===== config.mk =====
export PLATFORM = sky130hd
export DESIGN_NAME = csr_bank
export DESIGN_NICKNAME = d
export VERILOG_FILES = /design/src/rtl/csr_bank_pkg.sv /design/src/rtl/csr_addr_decode.sv /design/src/rtl/csr_word.sv /design/src/rtl/csr_read_port.sv /design/src/rtl/csr_bank.sv
export SDC_FILE = /design/constraint.sdc
export NUM_CORES = 1
export LEC_CHECK = 0
export BUFFER_PORTS_ARGS = -buffer_cell sky130_fd_sc_hd__buf_2
export CAP_MARGIN = 5
export CORE_MARGIN = 2
export CORE_UTILIZATION = 52
export CTS_CLUSTER_SIZE = 12
export DETAILED_ROUTE_END_ITERATION = 8
export HOLD_SLACK_MARGIN = 0.12
export PLACE_DENSITY_LB_ADDON = 0.3
export SYNTH_ARGS = -nofsm -noshare
export SYNTH_HDL_FRONTEND = slang
export SYNTH_SLANG_ARGS = --single-unit

===== constraint.sdc =====
create_clock -name clk -period 1.81 [get_ports clk]
set_clock_uncertainty 0.2 [all_clocks]
set_input_delay 0.0905 -clock clk [delete_from_list [all_inputs] [get_ports clk]]
set_output_delay 0.0905 -clock clk [all_outputs]
set_load 0.1 [all_outputs]

===== src/rtl/csr_bank_pkg.sv =====
package csr_bank_pkg;

  localparam int unsigned DATA_W    = 32;
  localparam int unsigned NUM_WORDS = 7;

  typedef logic [DATA_W-1:0] word_t;

  // Per-bit policy record for one word. init holds reset values for
  // read/write bits and the tied value for fixed bits.
  typedef struct packed {
    word_t rw;
    word_t w1c;
    word_t cor;
    word_t live;
    word_t fixed;
    word_t init;
  } word_policy_t;

  localparam int unsigned IDX_IDENT  = 0;
  localparam int unsigned IDX_CTRL_A = 1;
  localparam int unsigned IDX_CTRL_B = 2;
  localparam int unsigned IDX_STATUS = 3;
  localparam int unsigned IDX_STICKY = 4;
  localparam int unsigned IDX_EVCOR  = 5;
  localparam int unsigned IDX_MIXED  = 6;

  localparam word_t IDENT_CODE = 32'h5A17_0C03;
  localparam int unsigned MODE_W = 8;

  localparam word_policy_t POLICY [NUM_WORDS] = '{
    // identity: all fixed
    '{rw: '0, w1c: '0, cor: '0, live: '0, fixed: '1, init: IDENT_CODE},
    // control A
    '{rw: '1, w1c: '0, cor: '0, live: '0, fixed: '0, init: 32'h0000_0001},
    // control B
    '{rw: '1, w1c: '0, cor: '0, live: '0, fixed: '0, init: 32'h8000_0000},
    // live status
    '{rw: '0, w1c: '0, cor: '0, live: '1, fixed: '0, init: '0},
    // sticky events, write one to clear
    '{rw: '0, w1c: '1, cor: '0, live: '0, fixed: '0, init: '0},
    // sticky events, clear on read
    '{rw: '0, w1c: '0, cor: '1, live: '0, fixed: '0, init: '0},
    // mixed: [7:0] rw, [15:8] fixed, [23:16] live, [27:24] w1c, [31:28] cor
    '{rw:    32'h0000_00FF,
      w1c:   32'h0F00_0000,
      cor:   32'hF000_0000,
      live:  32'h00FF_0000,
      fixed: 32'h0000_FF00,
      init:  32'h0000_A53C}
  };

endpackage


===== src/rtl/csr_addr_decode.sv =====
module csr_addr_decode #(
  parameter int unsigned ADDR_W    = 8,
  parameter int unsigned NUM_WORDS = 7
) (
  input  logic [ADDR_W-1:0]    addr,
  input  logic                 wr_req,
  input  logic                 rd_req,
  output logic [NUM_WORDS-1:0] wr_hit,
  output logic [NUM_WORDS-1:0] rd_hit
);

  logic [NUM_WORDS-1:0] sel;

  for (genvar i = 0; i < NUM_WORDS; i++) begin : g_sel
    assign sel[i] = (addr == ADDR_W'(i));
  end

  always_comb begin
    wr_hit = sel & {NUM_WORDS{wr_req}};
    rd_hit = sel & {NUM_WORDS{rd_req}};
  end

endmodule


===== src/rtl/csr_word.sv =====
module csr_word
  import csr_bank_pkg::*;
#(
  parameter word_policy_t POL = '0
) (
  input  logic  clk,
  input  logic  rst_n,
  input  logic  wr_hit,
  input  logic  rd_hit,
  input  word_t wdata,
  input  word_t w1c_set,
  input  word_t cor_set,
  input  word_t live_in,
  output word_t value
);

  for (genvar b = 0; b < DATA_W; b++) begin : g_bit
    if (POL.rw[b]) begin : g_rw
      logic q, d, en;
      always_comb begin
        en = wr_hit;
        d  = wdata[b];
      end
      always_ff @(posedge clk or negedge rst_n) begin
        if (!rst_n)  q <= POL.init[b];
        else if (en) q <= d;
      end
      assign value[b] = q;
    end else if (POL.w1c[b]) begin : g_w1c
      logic q, d;
      // software clear overrides a same-cycle hardware set
      always_comb d = (q | w1c_set[b]) & ~(wr_hit & wdata[b]);
      always_ff @(posedge clk or negedge rst_n) begin
        if (!rst_n) q <= 1'b0;
        else        q <= d;
      end
      assign value[b] = q;
    end else if (POL.cor[b]) begin : g_cor
      logic q, d;
      // a set arriving with the read survives it
      always_comb d = (q & ~rd_hit) | cor_set[b];
      always_ff @(posedge clk or negedge rst_n) begin
        if (!rst_n) q <= 1'b0;
        else        q <= d;
      end
      assign value[b] = q;
    end else if (POL.live[b]) begin : g_live
      assign value[b] = live_in[b];
    end else if (POL.fixed[b]) begin : g_fixed
      assign value[b] = POL.init[b];
    end else begin : g_none
      assign value[b] = 1'b0;
    end
  end

  logic unused_inputs;
  assign unused_inputs = ^{wdata, w1c_set, cor_set, live_in, wr_hit, rd_hit};

endmodule


===== src/rtl/csr_read_port.sv =====
module csr_read_port
  import csr_bank_pkg::*;
#(
  parameter int unsigned NUM_WORDS = 7
) (
  input  logic                 clk,
  input  logic                 rst_n,
  input  logic                 rd_req,
  input  logic [NUM_WORDS-1:0] rd_hit,
  input  word_t                words [NUM_WORDS],
  output word_t                rdata
);

  word_t mux_d, rdata_q, rdata_d;
  logic  en;

  always_comb begin
    mux_d = '0;
    for (int i = 0; i < NUM_WORDS; i++) begin
      mux_d = mux_d | (words[i] & {DATA_W{rd_hit[i]}});
    end
    en      = rd_req;
    rdata_d = mux_d;
  end

  always_ff @(posedge clk or negedge rst_n) begin
    if (!rst_n)  rdata_q <= '0;
    else if (en) rdata_q <= rdata_d;
  end

  assign rdata = rdata_q;

endmodule


===== src/rtl/csr_bank.sv =====
module csr_bank
  import csr_bank_pkg::*;
#(
  parameter int unsigned ADDR_W = 8
) (
  input  logic              clk,
  input  logic              rst_n,
  input  logic [ADDR_W-1:0] bus_addr,
  input  logic              bus_write,
  input  logic [31:0]       bus_writedata,
  input  logic              bus_read,
  output logic [31:0]       bus_readdata,
  output logic              bus_waitrequest,
  input  logic [31:0]       hw_status,
  input  logic [31:0]       hw_evt_sticky,
  input  logic [31:0]       hw_evt_cor,
  output logic [31:0]       ctrl_a,
  output logic [31:0]       ctrl_b,
  output logic [7:0]        ctrl_mode
);

  logic [NUM_WORDS-1:0] wr_hit, rd_hit;
  word_t                word_q [NUM_WORDS];

  csr_addr_decode #(
    .ADDR_W   (ADDR_W),
    .NUM_WORDS(NUM_WORDS)
  ) u_decode (
    .addr  (bus_addr),
    .wr_req(bus_write),
    .rd_req(bus_read),
    .wr_hit(wr_hit),
    .rd_hit(rd_hit)
  );

  for (genvar i = 0; i < NUM_WORDS; i++) begin : g_word
    csr_word #(
      .POL(POLICY[i])
    ) u_word (
      .clk    (clk),
      .rst_n  (rst_n),
      .wr_hit (wr_hit[i]),
      .rd_hit (rd_hit[i]),
      .wdata  (bus_writedata),
      .w1c_set(hw_evt_sticky),
      .cor_set(hw_evt_cor),
      .live_in(hw_status),
      .value  (word_q[i])
    );
  end

  csr_read_port #(
    .NUM_WORDS(NUM_WORDS)
  ) u_read (
    .clk   (clk),
    .rst_n (rst_n),
    .rd_req(bus_read),
    .rd_hit(rd_hit),
    .words (word_q),
    .rdata (bus_readdata)
  );

  assign bus_waitrequest = 1'b0;
  assign ctrl_a          = word_q[IDX_CTRL_A];
  assign ctrl_b          = word_q[IDX_CTRL_B];
  assign ctrl_mode       = word_q[IDX_MIXED][MODE_W-1:0];

endmodule


After elaboration in Yosys (flattened, before gate mapping)
Index checks and enable logic that the tools add are counted.

word-level totals
  bits in latches = 0
  output and inout port bits = 105
  bits in read-only memories = 0
  logic and storage cells = 384
  bits in writable memories = 0
  input port bits = 140
  memories kept = 0
  register bits after elaboration = 176

cells by class
  bitwise operators = 232
  multiply operators = 0
  $lt $le $gt $ge = 0
  div/mod/pow operators = 0
  reductions and logical operators = 1
  shift operators = 0
  equal/unequal tests = 6
  add/subtract/negate cells = 0
  muxes and demuxes = 0

operator list
  kind                  number
  $and A32 B32 Y32      6
  $or A32 B32 Y32       5
  $and A1 B1 Y1         108
  $or A1 B1 Y1          72
  $not A1 Y1            38
  $or A31 B32 Y32       1
  $eq A8 B3 Y1 const B  3
  $eq A8 B2 Y1 const B  2
  $and A7 B7 Y7         2
  $eq A8 B1 Y1 const B  1
  $logic_not A8 Y1      1

Longest topological paths before layout
  depth after elaboration = 9
  depth in mapped cells = 7
  depth with buffers taken out = 4

Hierarchy
From an unflattened synthesis, not the netlist that was laid out.

unflattened totals
  cells, all modules = 784
  area, all modules = 9830.7 µm²

by module, submodules not included
  module                           area each (µm²)  instances  cells each  seq. area each (µm²)
  csr_word (g_word[1].u_word ...)  1586.5           2          100         802.0
  csr_read_port                    2406.1           1          220         800.8
  csr_word (g_word[4].u_word)      1355.0           1          99          800.8
  csr_word (g_word[5].u_word)      1321.3           1          100         800.8
  csr_word (g_word[6].u_word)      845.8            1          72          405.4
  csr_word (g_word[0].u_word)      247.7            1          34          0.0
  csr_word (g_word[3].u_word)      240.2            1          32          0.0
  csr_addr_decode                  230.2            1          25          0.0
  csr_bank                         11.3             1          2           0.0

Least setup slack after synthesis
No wires, ideal clock.

  path kind = input to register
  start point = in bus_addr[5]
  end point = reg g_word[6].u_word.g_bit[1].g_rw.q
  arrival time = 1.564 ns
  data required time = 1.485 ns
  stages on the path = 6
  setup slack = -0.079 ns
  path through = or4_4 > buf_6 > nor2_4 > and3_1 > buf_4 > mux2_2

on the way
  word-level cells in the longest chain between the ends = 2

ends and longest elaborated chain
  item                  line                   text
  from (decl)           csr_bank.sv:8          input logic [ADDR_W-1:0] bus_addr,
  $eq A8 B3 Y1          csr_addr_decode.sv:15  assign sel[i] = (addr == ADDR_W'(i));
  $and A7 B7 Y7         csr_addr_decode.sv:19  wr_hit = sel & {NUM_WORDS{wr_req}};
  to (signal assigned)  csr_word.sv:25         if (!rst_n) q <= POL.init[b];
  to (decl)             csr_word.sv:19         logic q, d, en;

No other way between the ends.
A chain may end at the register's enable or synchronous reset.

Final worst setup path
  start point = reg g_word[6].u_word.g_bit[4].g_rw.q
  end point = out ctrl_mode[4]

RTL lines
  item                    line            text
  from (decl)             csr_word.sv:19
  from (signal assigned)  csr_word.sv:25
  to (decl)               csr_bank.sv:19  output logic [7:0] ctrl_mode

No word-level cell between the ends.

==> impl_results.md <==
* Clk slew on worst S/H paths at ~0.07 ns
* Number of synthesized register bits at 176
* Crit. End Element: primary output
* Critical R2R Launch: g_word[5].u_word.g_bit[24].g_cor.q$_DFF_PN0_
* Leak at 0.00566 uW
* Max-cap violations at 0
* First-pass GRT wire length at 43400 um
* Crit-path cells: buf_2
* Switching pwr at just under 3000 uW
* Status: complete, no violations
* Pins Over Slew Limit at 0
* Sequential area share after synthesis at 51.8%
* Power per Cell Area at 830 nW/um^2
* Vias per inst at 5.71
* Mapped Area at 8510 sq um
* RSZ-0062 raised after global routing: false
* Seq pwr share at between 40% and 50%
* Synth warn at 0
* Avg Cell Area, Syn at about 12 sq um
* Post-synth EDFFs at 0
* DPL Wire Length at around 18000 um
* Clock Path Buffers at 2
* Setup-failing EPs final at 0
* Crit share post-route at between 90% and 100%
* Final hold vios at 0
* Synth Instances at 734
* WHS at around 0.14 ns
* Fmax at ~580 MHz
* Core box area at roughly 16000 sq um
* Antenna violations before repair at 1
* CP startpoint: g_word[6].u_word.g_bit[4].g_rw.q$_DFFE_PN1P_
* CTS Buf Count at 17
* H-tree depth at 4
* Top routing layer used: met4
* CP required at around 1.5 ns
* Initial DRT Pass Iterations at 5
* Clock Sinks at 176
* CTS tree: built
* Largest delay contributor family on the critical path: flip-flops
* Mapped Nets at between 800 and 900
* Normalized max-slew margin at 45.1%
* Later-pin clock latency in the skew report at 0.43 ns
* Die Ht at 132 um
* Yosys top cell area share at about half
* Post-route setup TNS at 0 ns
* Die extent in x at 132 um
* Via count at 7466
* Total GRT Usage at 32.2%
* Switching share of total power at between 20% and 30%
* Netlist cell types at 56
* Hold Crit Class: input port to register
* Num ports at 245
* Final WL at 27800 um
* Fillers at between 1000 and 1500
* GPL Wtd Cong at 0.869
* Largest cells by area after synthesis: dfrtp_1 (50%), mux2_2 (9.1%), buf_4 (6.5%)
* Vias in the first global route at 7671
* Root Buffer: clkbuf_16
* Nets at 1217
* CP startpoint kind: register
* DRC Markers at 0
* Port-buffer cells at 243
* Worst path max stage delay at between 0.5 and 0.6 ns
* Clock power share at around two fifths
* Crit Path Class: register to primary output
* Metal3 WL at 1980 um
* Crit path buf inv count at 1
* Row count at 46
* Synthesis-to-finish area growth at 39.7%
* CP arrival at 1.42 ns
* Worst Path Max Fanout at 3
* Largest net degree at the start of global routing at 50
* Max VDD drop at 734 uV
* Layout cells sized above 1 at roughly 40%
* Footprint of the multi-input gates at 3220 sq um
* Initial Utilization at 53.4%
* Hold_sp: bus_addr[5]
* Drt wl/cell at 21.3 um
* Final Critical Period at between 1.5 and 2 ns
* Commonest register cell after synthesis: dfrtp_1
* Met2 wire len at 14100 um
* Logic pwr share at about a fifth
* Number of nets with antenna violations after routing at 0
* Worst-Margin Slew at between 0.8 and 0.9 ns
* Asr flop ratio synth at 100%
* Initial DRC Count at 524
* Critical-path top delay cell: dfstp_2
* GRT overflow at 0
* Register area at 4410 sq um
* Dominant cell type by area after synthesis: dfrtp_1
* M1 WL at 11000 um
* Internal power at 6940 uW
* Area of the die at ~17000 sq um
-- per-layer routing --
layer	vias to the layer above	GRT usage, %
met4	0	11.2
met5	-	0
met3	73	7.34
met1	3719	39.8
met2	414	55.5
li1	3260	-
-- cell usage in the layout, fill, tap and decap left out, drive strengths merged, types with 8 or more instances in the layout --
cell,instances
inv,34
a21oi,53
mux2,85
a21o,36
clkbuf,20
nand2,11
mux2i,25
a221oi,12
o21ai,8
o2bb2ai,10
buf,302
dfrtp,170
dlygate4sd3,140
a22oi,10
nor2b,11
o22ai,27
nor2,46
-- stage by stage --
step | instances | utilization [%] | cell area, sq um | setup WS [ns] | total power (uW)
final | 1307 | 74.5 | 11900 | 0.0991 | 9860
after detailed placement | 1133 | 61.8 | 9860 | -0.159 | 5810
after CTS | 1305 | 74.5 | 11900 | 0.0604 | 9850
after floorplan | 734 | - | 8520 | -0.0343 | 5350
after global routing | 1307 | 74.5 | 11900 | 0.00689 | 10100
after global placement | 1133 | 61.8 | 9860 | -0.110 | 5800
-- kinds of logic (layout without fill, tap and decap cells) --
| group | count (synthesis) | after routing | share of synthesized area (%) |
|---|---|---|---|
| flip-flops | 176 | 176 | 51.8 |
| AO/OA/AOI/OAI | 189 | 189 | 15.3 |
| other | 1 | 2 | 0.0441 |
| AND/OR/NAND/NOR | 108 | 108 | 7.22 |
| multiplexers | 110 | 110 | 14.9 |
| XOR/XNOR | 1 | 1 | 0.103 |
| buffers and inverters | 149 | 505 | 10.6 |
-- flip-flops by register name, summed over array words and instances (netlist names) --
register and count:
g_word.u_word.g_bit.g_cor.q 36, g_word.u_word.g_bit.g_rw.q 72, g_word.u_word.g_bit.g_w1c.q 36, u_read.rdata 32
-- layout make-up --
class	instances	area share, %
Sequential cell	176	37.1
Timing Repair Buffer	442	27.4
Multi-Input combinational cell	409	27.1
Clock buffer	20	3.84
Tap cell	216	2.27
Clock inverter	12	1.31
Inverter	31	0.979
Antenna cell	1	0.0211
-- cells in the mapped netlist (all sizes together), types with 2 or more instances --
master and instances:
a21o 36, a221oi 12, nand2 11, nor3 2, mux2i 25, mux2 85, dfrtp 170, inv 31
nor2 46, dfstp 6, nand3 4, a222oi 4, or2 2, nor2b 11, nor4 4, a21oi 53
and3b 3, nand2b 4, a211o 3, a22oi 10, o21ai 8, a2bb2oi 4, and3 6, nand4b 3
a2111oi 3, o2bb2ai 10, o22ai 27, clkbuf 23, a22o 7, nor3b 3, and2 3, buf 95
nand3b 3, or4 2, a211oi 4
-- path summary, 6_finish.rpt --
check                      slack (ns)  cells after the start                                      endpoint
max in group asynchronous        0.29                      3  g_word[2].u_word.g_bit[0].g_rw.q$_DFFE_PN0P_
max reg2reg                      0.25                      4                  u_read.rdata[24]$_DFFE_PN0P_
min reg2reg                      0.27                      1  g_word[5].u_word.g_bit[23].g_cor.q$_DFF_PN0_
min in group asynchronous        0.64                      3  g_word[1].u_word.g_bit[6].g_rw.q$_DFFE_PN0P_
max                               0.1                      1                                  ctrl_mode[4]
min                              0.14                      5                   u_read.rdata[6]$_DFFE_PN0P_
-- what timing repair did --
action | 4_1_cts | 5_1_grt
endpoints found under the hold margin | 352 | 13
buffers inserted | 0 | 1
hold buffers | 140 | 2
gates resized for setup | 0 | 1
setup endpoints to repair | 0 | 2
-- power by group through the flow --
stage	Combinational [uW]	Clock [uW]	Sequential, uW
floorplan	1060	0	4290
global placement	1610	0	4190
detailed placement	1630	0	4190
CTS	1870	3860	4120
global route	1980	4030	4130
finish	1900	3840	4120
(Power assumes the default switching activity.)
